### config.mk
export PLATFORM = sky130hd
export DESIGN_NAME = sar_seq_ctrl
export DESIGN_NICKNAME = d
export VERILOG_FILES = /design/src/rtl/sar_seq_pkg.sv /design/src/rtl/sar_clk_div.sv /design/src/rtl/sar_bit_engine.sv /design/src/rtl/sar_ctl_regs.sv /design/src/rtl/sar_seq_ctrl.sv
export SDC_FILE = /design/constraint.sdc
export NUM_CORES = 1
export LEC_CHECK = 0
export BUFFER_PORTS_ARGS = -buffer_cell sky130_fd_sc_hd__buf_2
export CORE_UTILIZATION = 45
export CTS_CLUSTER_DIAMETER = 30
export DETAILED_ROUTE_END_ITERATION = 6
export PLACE_DENSITY = 0.7
export SYNTH_ARGS = -nofsm -noshare
export SYNTH_HDL_FRONTEND = slang
export SYNTH_SLANG_ARGS = --single-unit
### constraint.sdc
create_clock -name clk -period 6.75 [get_ports clk]
set_input_delay 1.0125 -clock clk [delete_from_list [all_inputs] [get_ports clk]]
set_output_delay 1.0125 -clock clk [all_outputs]
set_load 0.05 [all_outputs]
### src/rtl/sar_seq_pkg.sv
// Package: shared widths, tick counts and control-register field positions
// for the successive-approximation sequencer. Assumes an 8-bit control word.
package sar_seq_pkg;
    localparam int RES_W       = 10;  // result width
    localparam int SHORT_TICKS = 13;  // ticks per normal conversion
    localparam int LONG_TICKS  = 25;  // ticks for the first conversion after power-up
    localparam int PSC_W       = 3;   // divider code width
    localparam int SEL_W       = 7;   // channel/reference selection width

    // Control register field positions (read and write share them)
    localparam int F_EN   = 0;
    localparam int F_GO   = 1;
    localparam int F_FR   = 2;
    localparam int F_IE   = 3;
    localparam int F_DONE = 4;
    localparam int F_PSC  = 5;
endpackage

### src/rtl/sar_clk_div.sv
// Converter tick generator. It divides the system clock by 2 for code 0 and
// by 2**code otherwise. It is held at zero while not running and restarts
// when asked. Assumes the code may change at any time; a counter already past
// the new limit wraps at once.
module sar_clk_div #(
    parameter int PSC_W = 3
) (
    input  logic             clk,
    input  logic             rst_n,
    input  logic             run,
    input  logic             clr,
    input  logic [PSC_W-1:0] psc,
    output logic             tick
);
    localparam int CNT_W = (1 << PSC_W) - 1;

    logic [CNT_W:0]   div_w;
    logic [CNT_W-1:0] cnt;
    logic             wrap;

    // Divide ratio for the current code
    always_comb begin
        if (psc == '0) div_w = (CNT_W+1)'(2);
        else           div_w = (CNT_W+1)'(1) << psc;
    end

    assign wrap = (({1'b0, cnt} + (CNT_W+1)'(1)) >= div_w);
    assign tick = run && wrap;

    // Phase counter: cleared on restart or power-down, wraps at the ratio
    always_ff @(posedge clk) begin
        if (!rst_n)             cnt <= '0;
        else if (clr || !run)   cnt <= '0;
        else if (wrap)          cnt <= '0;
        else                    cnt <= cnt + CNT_W'(1);
    end

    // after a tick the divider restarts its phase
    assert_div_wrap_R2: assert property (@(posedge clk) disable iff (!rst_n)
        (run && tick) |=> (cnt == '0));
endmodule

### src/rtl/sar_bit_engine.sv
// Successive-approximation engine. On a launch it loads the MSB trial and
// counts converter ticks. The trial window is the RES_W ticks just before the
// last tick. In that window one bit is decided per tick, MSB first, and the
// next lower bit is set as the new trial. Completion is flagged on the final
// tick. Assumes launch and abort never come together with abort meaning go.
module sar_bit_engine #(
    parameter int RES_W       = 10,
    parameter int SHORT_TICKS = 13,
    parameter int LONG_TICKS  = 25
) (
    input  logic             clk,
    input  logic             rst_n,
    input  logic             tick,
    input  logic             go,
    input  logic             first,
    input  logic             abort,
    input  logic             cmp_in,
    output logic             busy,
    output logic             done,
    output logic [RES_W-1:0] trial,
    output logic [RES_W-1:0] result
);
    localparam int TCNT_W = $clog2(LONG_TICKS + 1);

    logic [TCNT_W-1:0] tcnt;
    logic [TCNT_W-1:0] len_q;
    logic [TCNT_W-1:0] k_now;
    logic [TCNT_W-1:0] bit_idx;
    logic              in_trial;
    logic [RES_W-1:0]  hit;
    logic [RES_W-1:0]  sar;

    assign k_now    = tcnt + TCNT_W'(1);
    assign bit_idx  = len_q - TCNT_W'(1) - k_now;
    assign in_trial = (k_now < len_q) &&
                      (({1'b0, k_now} + (TCNT_W+1)'(RES_W)) >= {1'b0, len_q});
    assign done     = busy && tick && !abort && (k_now == len_q);

    // Sequencing state: launch, per-tick count, completion, abort
    always_ff @(posedge clk) begin
        if (!rst_n) begin
            busy  <= 1'b0;
            tcnt  <= '0;
            len_q <= TCNT_W'(SHORT_TICKS);
        end else if (abort) begin
            busy <= 1'b0;
            tcnt <= '0;
        end else if (go) begin
            busy  <= 1'b1;
            tcnt  <= '0;
            len_q <= first ? TCNT_W'(LONG_TICKS) : TCNT_W'(SHORT_TICKS);
        end else if (busy && tick) begin
            tcnt <= k_now;
            if (k_now == len_q) busy <= 1'b0;
        end
    end

    // One register per result bit: decided on its own trial tick, set as trial on the tick above
    for (genvar i = 0; i < RES_W; i++) begin : g_bit
        logic b_q;
        assign hit[i] = busy && tick && !abort && in_trial && (bit_idx == TCNT_W'(i));
        if (i == RES_W - 1) begin : g_top
            // MSB: loaded as the first trial on launch
            always_ff @(posedge clk) begin
                if (!rst_n)      b_q <= 1'b0;
                else if (abort)  b_q <= 1'b0;
                else if (go)     b_q <= 1'b1;
                else if (hit[i]) b_q <= cmp_in;
            end
        end else begin : g_low
            // Lower bits: become the trial once the bit above is decided
            always_ff @(posedge clk) begin
                if (!rst_n)        b_q <= 1'b0;
                else if (abort)    b_q <= 1'b0;
                else if (go)       b_q <= 1'b0;
                else if (hit[i])   b_q <= cmp_in;
                else if (hit[i+1]) b_q <= 1'b1;
            end
        end
        assign sar[i] = b_q;
    end

    assign trial  = sar;
    assign result = sar;

    // an abort leaves the engine idle
    assert_abort_idle_R8: assert property (@(posedge clk) disable iff (!rst_n)
        abort |=> !busy);
    // only the two legal conversion lengths ever run
    assert_len_legal_R4: assert property (@(posedge clk) disable iff (!rst_n)
        busy |-> (len_q == TCNT_W'(SHORT_TICKS) || len_q == TCNT_W'(LONG_TICKS)));
    // the trial code moves only on a tick, launch or abort
    assert_trial_hold_R6: assert property (@(posedge clk) disable iff (!rst_n)
        (busy && !tick && !go && !abort) |=> $stable(sar));
    // at most one bit decided per tick
    assert_one_decision_R6: assert property (@(posedge clk) disable iff (!rst_n)
        $onehot0(hit));
endmodule

### src/rtl/sar_ctl_regs.sv
// Control register file. It holds power, continuous, interrupt-enable,
// divider code and the sticky completion flag. It decides when a conversion
// launches (software or continuous retrigger) and whether it is a first one.
// It also produces the interrupt request and tracks the selection in effect.
// Assumes `busy` and `done` come from the engine in the same cycle.
module sar_ctl_regs
    import sar_seq_pkg::*;
#(
    parameter int PW = 3,
    parameter int SW = 7
) (
    input  logic          clk,
    input  logic          rst_n,
    input  logic          ctl_wr,
    input  logic [PW+4:0] ctl_wdata,
    output logic [PW+4:0] ctl_rdata,
    input  logic          sel_wr,
    input  logic [SW-1:0] sel_wdata,
    output logic [SW-1:0] sel_active,
    input  logic          gie,
    input  logic          irq_ack,
    output logic          irq,
    input  logic          busy,
    input  logic          done,
    output logic          en_q,
    output logic          en_next,
    output logic [PW-1:0] psc_q,
    output logic          go,
    output logic          first
);
    logic          fr_q, ie_q, flag_q, init_q;
    logic          start_req;
    logic [SW-1:0] sel_pend, sel_act;

    assign en_next   = ctl_wr ? ctl_wdata[F_EN] : en_q;
    assign start_req = ctl_wr && ctl_wdata[F_GO] && ctl_wdata[F_EN] && !busy;
    assign go        = start_req || (done && fr_q);
    assign first     = !init_q;

    // Plain configuration fields, loaded on every control write
    always_ff @(posedge clk) begin
        if (!rst_n) begin
            en_q  <= 1'b0;
            fr_q  <= 1'b0;
            ie_q  <= 1'b0;
            psc_q <= '0;
        end else if (ctl_wr) begin
            en_q  <= ctl_wdata[F_EN];
            fr_q  <= ctl_wdata[F_FR];
            ie_q  <= ctl_wdata[F_IE];
            psc_q <= ctl_wdata[F_PSC +: PW];
        end
    end

    // Warm-up tracking: first launch after power-up is a long one
    always_ff @(posedge clk) begin
        if (!rst_n)        init_q <= 1'b0;
        else if (!en_next) init_q <= 1'b0;
        else if (go)       init_q <= 1'b1;
    end

    // Completion flag: set wins over write-one-to-clear and acknowledge
    always_ff @(posedge clk) begin
        if (!rst_n)                                     flag_q <= 1'b0;
        else if (done)                                  flag_q <= 1'b1;
        else if ((ctl_wr && ctl_wdata[F_DONE]) || irq_ack) flag_q <= 1'b0;
    end

    // Selection: pending copy always written, active copy only follows while powered
    always_ff @(posedge clk) begin
        if (!rst_n) begin
            sel_pend <= '0;
            sel_act  <= '0;
        end else begin
            if (sel_wr) sel_pend <= sel_wdata;
            if (en_q)   sel_act  <= sel_pend;
        end
    end

    assign sel_active = sel_act;
    assign irq        = flag_q && ie_q && gie;
    assign ctl_rdata  = {psc_q, flag_q, ie_q, fr_q, busy, en_q};

    // a completion always leaves the flag set
    assert_flag_after_done_R9: assert property (@(posedge clk) disable iff (!rst_n)
        done |=> flag_q);
    // acknowledge without a competing completion clears the flag
    assert_ack_clears_R9: assert property (@(posedge clk) disable iff (!rst_n)
        (irq_ack && !done) |=> !flag_q);
    // no launch while the converter is being powered down
    assert_go_needs_power_R5: assert property (@(posedge clk) disable iff (!rst_n)
        go |-> en_next);
    // selection frozen while unpowered
    assert_sel_frozen_R11: assert property (@(posedge clk) disable iff (!rst_n)
        !en_q |=> $stable(sel_act));
endmodule

### src/rtl/sar_seq_ctrl.sv
// Top of the successive-approximation sequencer. It joins the control
// registers, the tick divider and the bit engine, and registers the result
// and its one-cycle strobe. Assumes a comparator that settles within one
// system clock of a `dac_code` change.
module sar_seq_ctrl
    import sar_seq_pkg::*;
#(
    parameter int RES_BITS   = RES_W,
    parameter int NORM_TICKS = SHORT_TICKS,
    parameter int INIT_TICKS = LONG_TICKS,
    parameter int DIV_BITS   = PSC_W,
    parameter int SEL_BITS   = SEL_W
) (
    input  logic                  clk,
    input  logic                  rst_n,
    input  logic                  ctl_wr,
    input  logic [DIV_BITS+4:0]   ctl_wdata,
    output logic [DIV_BITS+4:0]   ctl_rdata,
    input  logic                  sel_wr,
    input  logic [SEL_BITS-1:0]   sel_wdata,
    output logic [SEL_BITS-1:0]   sel_active,
    input  logic                  cmp_in,
    output logic [RES_BITS-1:0]   dac_code,
    input  logic                  gie,
    input  logic                  irq_ack,
    output logic                  irq,
    output logic                  res_valid,
    output logic [RES_BITS-1:0]   res_code
);
    logic                en_q, en_next, go, first, tick, busy, done;
    logic [DIV_BITS-1:0] psc_q;
    logic [RES_BITS-1:0] result;

    sar_ctl_regs #(.PW(DIV_BITS), .SW(SEL_BITS)) u_regs (
        .clk(clk), .rst_n(rst_n),
        .ctl_wr(ctl_wr), .ctl_wdata(ctl_wdata), .ctl_rdata(ctl_rdata),
        .sel_wr(sel_wr), .sel_wdata(sel_wdata), .sel_active(sel_active),
        .gie(gie), .irq_ack(irq_ack), .irq(irq),
        .busy(busy), .done(done),
        .en_q(en_q), .en_next(en_next), .psc_q(psc_q),
        .go(go), .first(first)
    );

    sar_clk_div #(.PSC_W(DIV_BITS)) u_div (
        .clk(clk), .rst_n(rst_n),
        .run(en_q), .clr(go || !en_next), .psc(psc_q),
        .tick(tick)
    );

    sar_bit_engine #(
        .RES_W(RES_BITS), .SHORT_TICKS(NORM_TICKS), .LONG_TICKS(INIT_TICKS)
    ) u_eng (
        .clk(clk), .rst_n(rst_n),
        .tick(tick), .go(go), .first(first), .abort(!en_next),
        .cmp_in(cmp_in),
        .busy(busy), .done(done), .trial(dac_code), .result(result)
    );

    // Result capture and completion strobe
    always_ff @(posedge clk) begin
        if (!rst_n) begin
            res_valid <= 1'b0;
            res_code  <= '0;
        end else begin
            res_valid <= done;
            if (done) res_code <= result;
        end
    end

    // strobe is a single cycle (conversions last far longer)
    assert_strobe_single_R3: assert property (@(posedge clk) disable iff (!rst_n)
        res_valid |=> !res_valid);
    // no result strobe follows a power-down
    assert_no_result_unpowered_R8: assert property (@(posedge clk) disable iff (!rst_n)
        !en_next |=> !res_valid);
endmodule

After elaboration in Yosys (flattened, before gate mapping):

Cells that the tools add are included.

* add/sub/neg operators: 6
* order comparisons: 3
* equality and inequality tests: 10
* shifts and indexed selects: 1
* multiplexer cells: 28
* bitwise gates (word level): 2
* reductions and logical operators: 50

Operator list (number)
* 1-bit 2-to-1 mux: 26
* 2-bit nonzero test: 13
* 1-bit logical AND: 23
* 5-bit by 3-bit equality test with 1-bit output, second input constant: 4
* 5-bit by 2-bit equality test with 1-bit output, second input constant: 2
* 5-bit by 4-bit equality test with 1-bit output, second input constant: 2
* 7-bit by 1-bit adder with 8-bit output, second input constant: 1
* 8-bit greater-or-equal comparator: 1
* 8-bit 2-to-1 mux: 1
* 1-bit by 3-bit << shifter with 8-bit output, first input constant: 1
* 7-bit by 1-bit adder with 7-bit output, second input constant: 1
* 5-bit by 4-bit adder with 6-bit output, second input constant: 1
* 6-bit by 5-bit greater-or-equal comparator with 1-bit output: 1
* 2-bit AND reduction: 3
* 3-bit OR reduction: 2
* 5-bit by 1-bit adder with 5-bit output, second input constant: 1
* 5-bit by 1-bit equality test with 1-bit output, second input constant: 1
* 5-bit equality test: 1
* 5-bit zero test: 1
* 5-bit < comparator: 1
* 5-bit 2-to-1 mux: 1
* 5-bit by 1-bit subtractor with 5-bit output, second input constant: 1
* 5-bit subtractor: 1
* 1-bit logical OR: 4
* other kinds (3): 6

* register bits: 61
* input port bits: 22
* output and inout port bits: 37
* logic and storage cells: 124

Logic depth before layout (Yosys ltp):

* word-level depth: 12
* mapped depth: 13
* gate-level depth less buffers: 12

Cells and area by module:

A second synthesis with hierarchy kept.

* cells, all modules: 356
* area, all modules: 3445.8 µm²

By module, submodules not included
* sar_bit_engine: times used 1, cells an instance 181, area each 1580.3 µm², seq. area each 360.3 µm²
* sar_ctl_regs: times used 1, cells an instance 84, area each 917.1 µm², seq. area each 440.4 µm²
* sar_clk_div: times used 1, cells an instance 55, area each 533.0 µm², seq. area each 140.1 µm²
* sar_seq_ctrl: times used 1, cells an instance 36, area each 415.4 µm², seq. area each 220.2 µm²

Worst setup path after synthesis:

Ideal clock, no wire load.

* path type: reg-to-reg
* start: reg u_regs.psc_q[1]
* end: reg u_div.cnt[4]
* library setup time: 0.062 ns
* arrival: 2.980 ns
* data required time: 6.688 ns
* setup slack: 3.708 ns
* stages on the path, launching flop included: 10
* path buffers: 1
* period minus slack after synthesis: 3.042 ns
* path through: dfxtp_1 or3b_2 ha_1 nand2_1 o21ai_0 a32o_1 a311o_1 or4_1 buf_4 nor2b_2

* word-level cells in the longest chain between the ends: 12
* elaborated cells on any way between the ends: 13
* classes of those cells: order compare (1); shift (1); mux (1); reduce/logical (10)

RTL lines
* start, declared: RTL line sar_ctl_regs.sv:27 `output logic [PW-1:0] psc_q,`
* start signal, assigned: RTL line sar_ctl_regs.sv:51 `psc_q <= ctl_wdata[F_PSC +: PW];`
* 3-bit zero test or 1-bit by 3-bit << shifter with 8-bit output (tied branches): RTL line sar_clk_div.sv:23, sar_clk_div.sv:24
* 8-bit 2-to-1 mux (*): RTL line sar_clk_div.sv:23 `if (psc == '0) div_w = (CNT_W+1)'(2);`
* 8-bit greater-or-equal comparator (*): RTL line sar_clk_div.sv:27 `assign wrap = (({1'b0, cnt} + (CNT_W+1)'(1)) >= div_w);`
* 1-bit logical AND: RTL line sar_clk_div.sv:28 `assign tick = run && wrap;`
* 1-bit logical AND (3 in a row): RTL line sar_bit_engine.sv:37 `assign done = busy && tick && !abort && (k_now == len_q);`
* 1-bit logical AND: RTL line sar_ctl_regs.sv:37 `assign go = start_req || (done && fr_q);`
* 1-bit logical OR: RTL line sar_ctl_regs.sv:37
* 1-bit logical OR: RTL line sar_seq_ctrl.sv:46 `.run(en_q), .clr(go || !en_next), .psc(psc_q),`
* 1-bit logical OR: RTL line sar_clk_div.sv:33 `else if (clr || !run) cnt <= '0;`
* 3-bit OR reduction (no source line) (*)
* end signal, assigned: RTL line sar_clk_div.sv:35 `else cnt <= cnt + CNT_W'(1);`
* end, declared: RTL line sar_clk_div.sv:18 `logic [CNT_W-1:0] cnt;`

Every way passes the cells marked *; elsewhere a longest branch is shown, timed or not.
A chain may end at the register's enable or synchronous reset.

Worst setup path after layout:

* start: reg u_eng.tcnt[0]
* end: reg u_eng.len_q[4]

* word-level cells in the longest chain between the ends: 6

RTL lines
* start, declared: RTL line sar_bit_engine.sv:25 `logic [TCNT_W-1:0] tcnt;`
* start signal, assigned: RTL line sar_bit_engine.sv:53 `tcnt <= k_now;`
* 5-bit by 1-bit adder with 5-bit output: RTL line sar_bit_engine.sv:33 `assign k_now = tcnt + TCNT_W'(1);`
* named net u_eng.k_now[4]: RTL line sar_bit_engine.sv:27 `logic [TCNT_W-1:0] k_now;`
* 5-bit equality test: RTL line sar_bit_engine.sv:37
* 1-bit logical AND: RTL line sar_bit_engine.sv:37
* 1-bit logical AND: RTL line sar_ctl_regs.sv:37
* 1-bit logical OR: RTL line sar_ctl_regs.sv:37
* 2-bit AND reduction (no source line)
* end signal, assigned: RTL line sar_bit_engine.sv:44 `len_q <= TCNT_W'(SHORT_TICKS);`
* end signal, assigned: RTL line sar_bit_engine.sv:51 `len_q <= first ? TCNT_W'(LONG_TICKS) : TCNT_W'(SHORT_TICKS);`
* end, declared: RTL line sar_bit_engine.sv:26 `logic [TCNT_W-1:0] len_q;`

The timed path passes the listed nets, and every way through them passes these cells.

==> flow_metrics.tcl <==
set metrics [dict create \
    synth_edf_count 0 \
    cts-buffers-inserted 9 \
    power.leakage_nw 1.51 \
    setup_tns_ns 0 \
    synth.top_cells.by_count "dfxtp_1 (58), nor2b_1 (33), mux2i_1 (30)" \
    grt_max_degree 33 \
    critPathRequiredTime_ns 6.97 \
    syn_inst 327 \
    skew_ns 0.00717 \
    clock_latency_ns 0.34 \
    routed_wl_um 6160 \
    ant_nets 0 \
    cts_tree "done" \
    clk_path_buf_depth 2 \
    async_flop_share 0 \
    crit_chain "ha_1, nand3_1, xnor2_1, ha_1, nand4_2, nor3b_2, a21oi_1, o21ai_0, a21oi_1" \
    wire_per_inst_um 13.6 \
    power-per-cell-area_nw_per_um2 200 \
    crit_type "reg -> reg" \
    hold_end "u_regs.init_q$_SDFFE_PN0P_" \
    setup_ws_ns 3.06 \
    hold_slack_ns 0.473 \
    ys_seq_area_frac 0.371 \
    grt_overflow 0 \
    io_buffers 58 \
    drv_slew 0 \
    final_core_util 0.522 \
    drv_cap 0 \
    drc_errors 0 \
    htreeDepth 3 \
    synth_top_area_cell "dfxtp_1" \
    syn-cell-area_um2 3130 \
    period_share 0.547 \
    place_congestion 0.929 \
    grt_usage 0.172 \
    drive_gt1_frac 0.255 \
    synth_ff_type "dfxtp_1" \
    rows 30 \
    detail_route.vias_per_cell 5.26 \
    cts_setup_buffers 0 \
    post-route-min-period_ns 3.69 \
    rrSetupSlack_ns 3.06 \
    dr.pass1.iters 4 \
    crit_buf_inv 0 \
    cts.repair.resized 0 \
    status "complete, no violations" \
    place_hpwl_um 4510 \
    synth.distinct_cells 52 \
    initial_utilization 0.464 \
    synth_most_common_cell "dfxtp_1" \
    rr_startpoint "u_eng.tcnt[0]$_SDFFE_PP0N_" \
    synth_top_area_frac 0.371 \
    critical_path.slowest_cell "nor3b_2" \
    timing.rr.end "u_eng.len_q[4]$_SDFFE_PN0P_" \
    rsz0062_at_grt "no" \
    finalPower_mw 0.704 \
    vias 2382 \
    critPathMaxFanout 11 \
    cp.arrival_ns 3.91 \
    area_growth_pct 12.5 \
    r2r_cells 9 \
    hp-class "reg -> reg" \
    critPathTopFamily "simple AND/OR/NAND/NOR gates" \
    fmax_ghz 0.271 \
    start_kind "register" \
    drtIter0Drc 70 \
    path_depth 9 \
    ir_worst_vdd_v 0.0000742 \
    ys_seq_elements 58 \
    min_from "u_regs.init_q$_SDFFE_PN0P_" \
    hold_depth 2 \
    syn_nets 371 \
    cts_root_buf "clkbuf_8" \
    slew_headroom 0.265 \
    yosysWarnings 0 \
    setup_viol 0 \
    worst_pin_slew_ns 1.10 \
    end_kind "register" \
    io_pins 59 \
    clkTransAtPathRegs_ns 0.07 \
    cts_num_sinks 58 \
    avgSynthCellArea_um2 9.58 \
    nNetsFinal 412 \
    max_stage_delay_ns 0.90 \
    antenna_found_initial 0 \
    n_antenna_cell 0 \
    die_width_um 85.4 \
    place_ws_ns 3.06 \
    grt_pass1_vias 2112 \
    cts_hold_buf 0 \
    grt_pass1_wl_um 9630 \
    final_hold_viol_count 0 \
    die_h_um 85.4 \
    netlist_top_cells_area "dfxtp_1 (37%), mux2i_1 (9.6%), ha_1 (8.4%)" \
    die_area_um2 7300 \
    core-area_um2 6760 \
]
-- layout by cell type, fill, tap and decap left out, types with 2 or more instances in the layout --
master / instances
buf_2: 58
nand4_1: 2
or2_2: 3
a21oi_1: 14
nor2_2: 2
o2111ai_1: 2
a31oi_1: 10
a311oi_1: 4
nor2_1: 15
nor2b_2: 5
clkinvlp_4: 2
xor2_1: 7
clkinv_4: 2
nand3b_1: 3
ha_1: 21
nand2_1: 17
clkinv_2: 2
o21ai_0: 5
nor2b_1: 33
dfxtp_1: 58
and2_1: 2
mux2i_1: 30
inv_1: 14
xnor2_1: 8
nand3_1: 7
a211oi_1: 7
clkbuf_8: 10
nand4_2: 2
and3_1: 2
and4b_1: 2
-- metrics by stage --
| step | cells | instance area, um^2 |
|---|---|---|
| 6_report | 453 | 3520 |
| 5_1_grt | 453 | 3520 |
| 4_1_cts | 453 | 3520 |
| 3_5_place_dp | 437 | 3340 |
| 3_3_place_gp | 437 | 3340 |
| 2_1_floorplan | 327 | 3130 |
-- metal layers --
metal	GRT usage	part of all wire	wire, um
met3	0.0447	0.043	266
met2	0.293	0.46	2850
met4	0.0727	0.018	108
met1	0.205	0.48	2930
met5	0	0	0
-- worst min-delay path: cells and delay by family, from the launching register on --
| kind | cells | cell delay [ns] |
|---|---|---|
| AOI/OAI and AO/OA | 1 | 0.06 |
| buffers and inverters | 1 | 0.06 |
| DFF | 1 | 0.30 |
-- area by class of cell --
class / count / area (um^2)
tap: 80 / 100
timing repair buffer: 58 / 290
clock buffer: 10 / 138
inverter: 15 / 56.3
fill: 648 / 3230
clock inverter: 6 / 42.5
multi-input combinational: 226 / 1740
sequential: 58 / 1160
-- how the worst max path moves through the flow --
stage / slack (ns) / startpoint / end
floorplan: 3.71 / u_regs.psc_q[1]$_SDFFE_PN0P_ / u_div.cnt[4]$_SDFF_PP0_
global placement: 3.19 / u_eng.tcnt[0]$_SDFFE_PP0N_ / u_eng.len_q[4]$_SDFFE_PN0P_
detailed placement: 3.06 / u_eng.tcnt[0]$_SDFFE_PP0N_ / u_eng.len_q[4]$_SDFFE_PN0P_
CTS: 3.04 / u_eng.tcnt[0]$_SDFFE_PP0N_ / u_eng.len_q[4]$_SDFFE_PN0P_
global route: 2.82 / u_eng.tcnt[0]$_SDFFE_PP0N_ / u_eng.len_q[4]$_SDFFE_PN0P_
finish: 3.06 / u_eng.tcnt[0]$_SDFFE_PP0N_ / u_eng.len_q[4]$_SDFFE_PN0P_
-- state kept, by name, summed over array words and instances, names as in the netlist --
| signal | count |
|---|---|
| u_eng.tcnt | 5 |
| u_div.cnt | 7 |
| u_eng.busy | 1 |
| u_regs.sel_pend | 7 |
| u_eng.len_q | 2 |
| res_valid | 1 |
| u_regs.psc_q | 3 |
| u_regs.sel_active | 7 |
| u_eng.g_bit.b_q | 10 |
| res_code | 10 |
| u_regs.flag_q | 1 |
| u_regs.fr_q | 1 |
| u_regs.init_q | 1 |
| u_regs.ie_q | 1 |
| u_regs.en_q | 1 |
-- cells by family after synthesis --
logic type / synth area share
XOR/XNOR: 0.0507
AND/OR/NAND/NOR: 0.201
adder cells (fa/ha/maj): 0.0903
multiplexers: 0.0995
AO/OA/AOI/OAI: 0.111
buffers and inverters: 0.0763
flip-flops: 0.371
-- power breakdown --
part	internal (mW)	leakage [nW]	switching, mW
sequential	0.349	0.470	0.00699
combinational	0.0232	0.947	0.0354
clock	0.143	0.0882	0.146
total	0.515	1.51	0.189
Power figures use the tool's default switching activity.
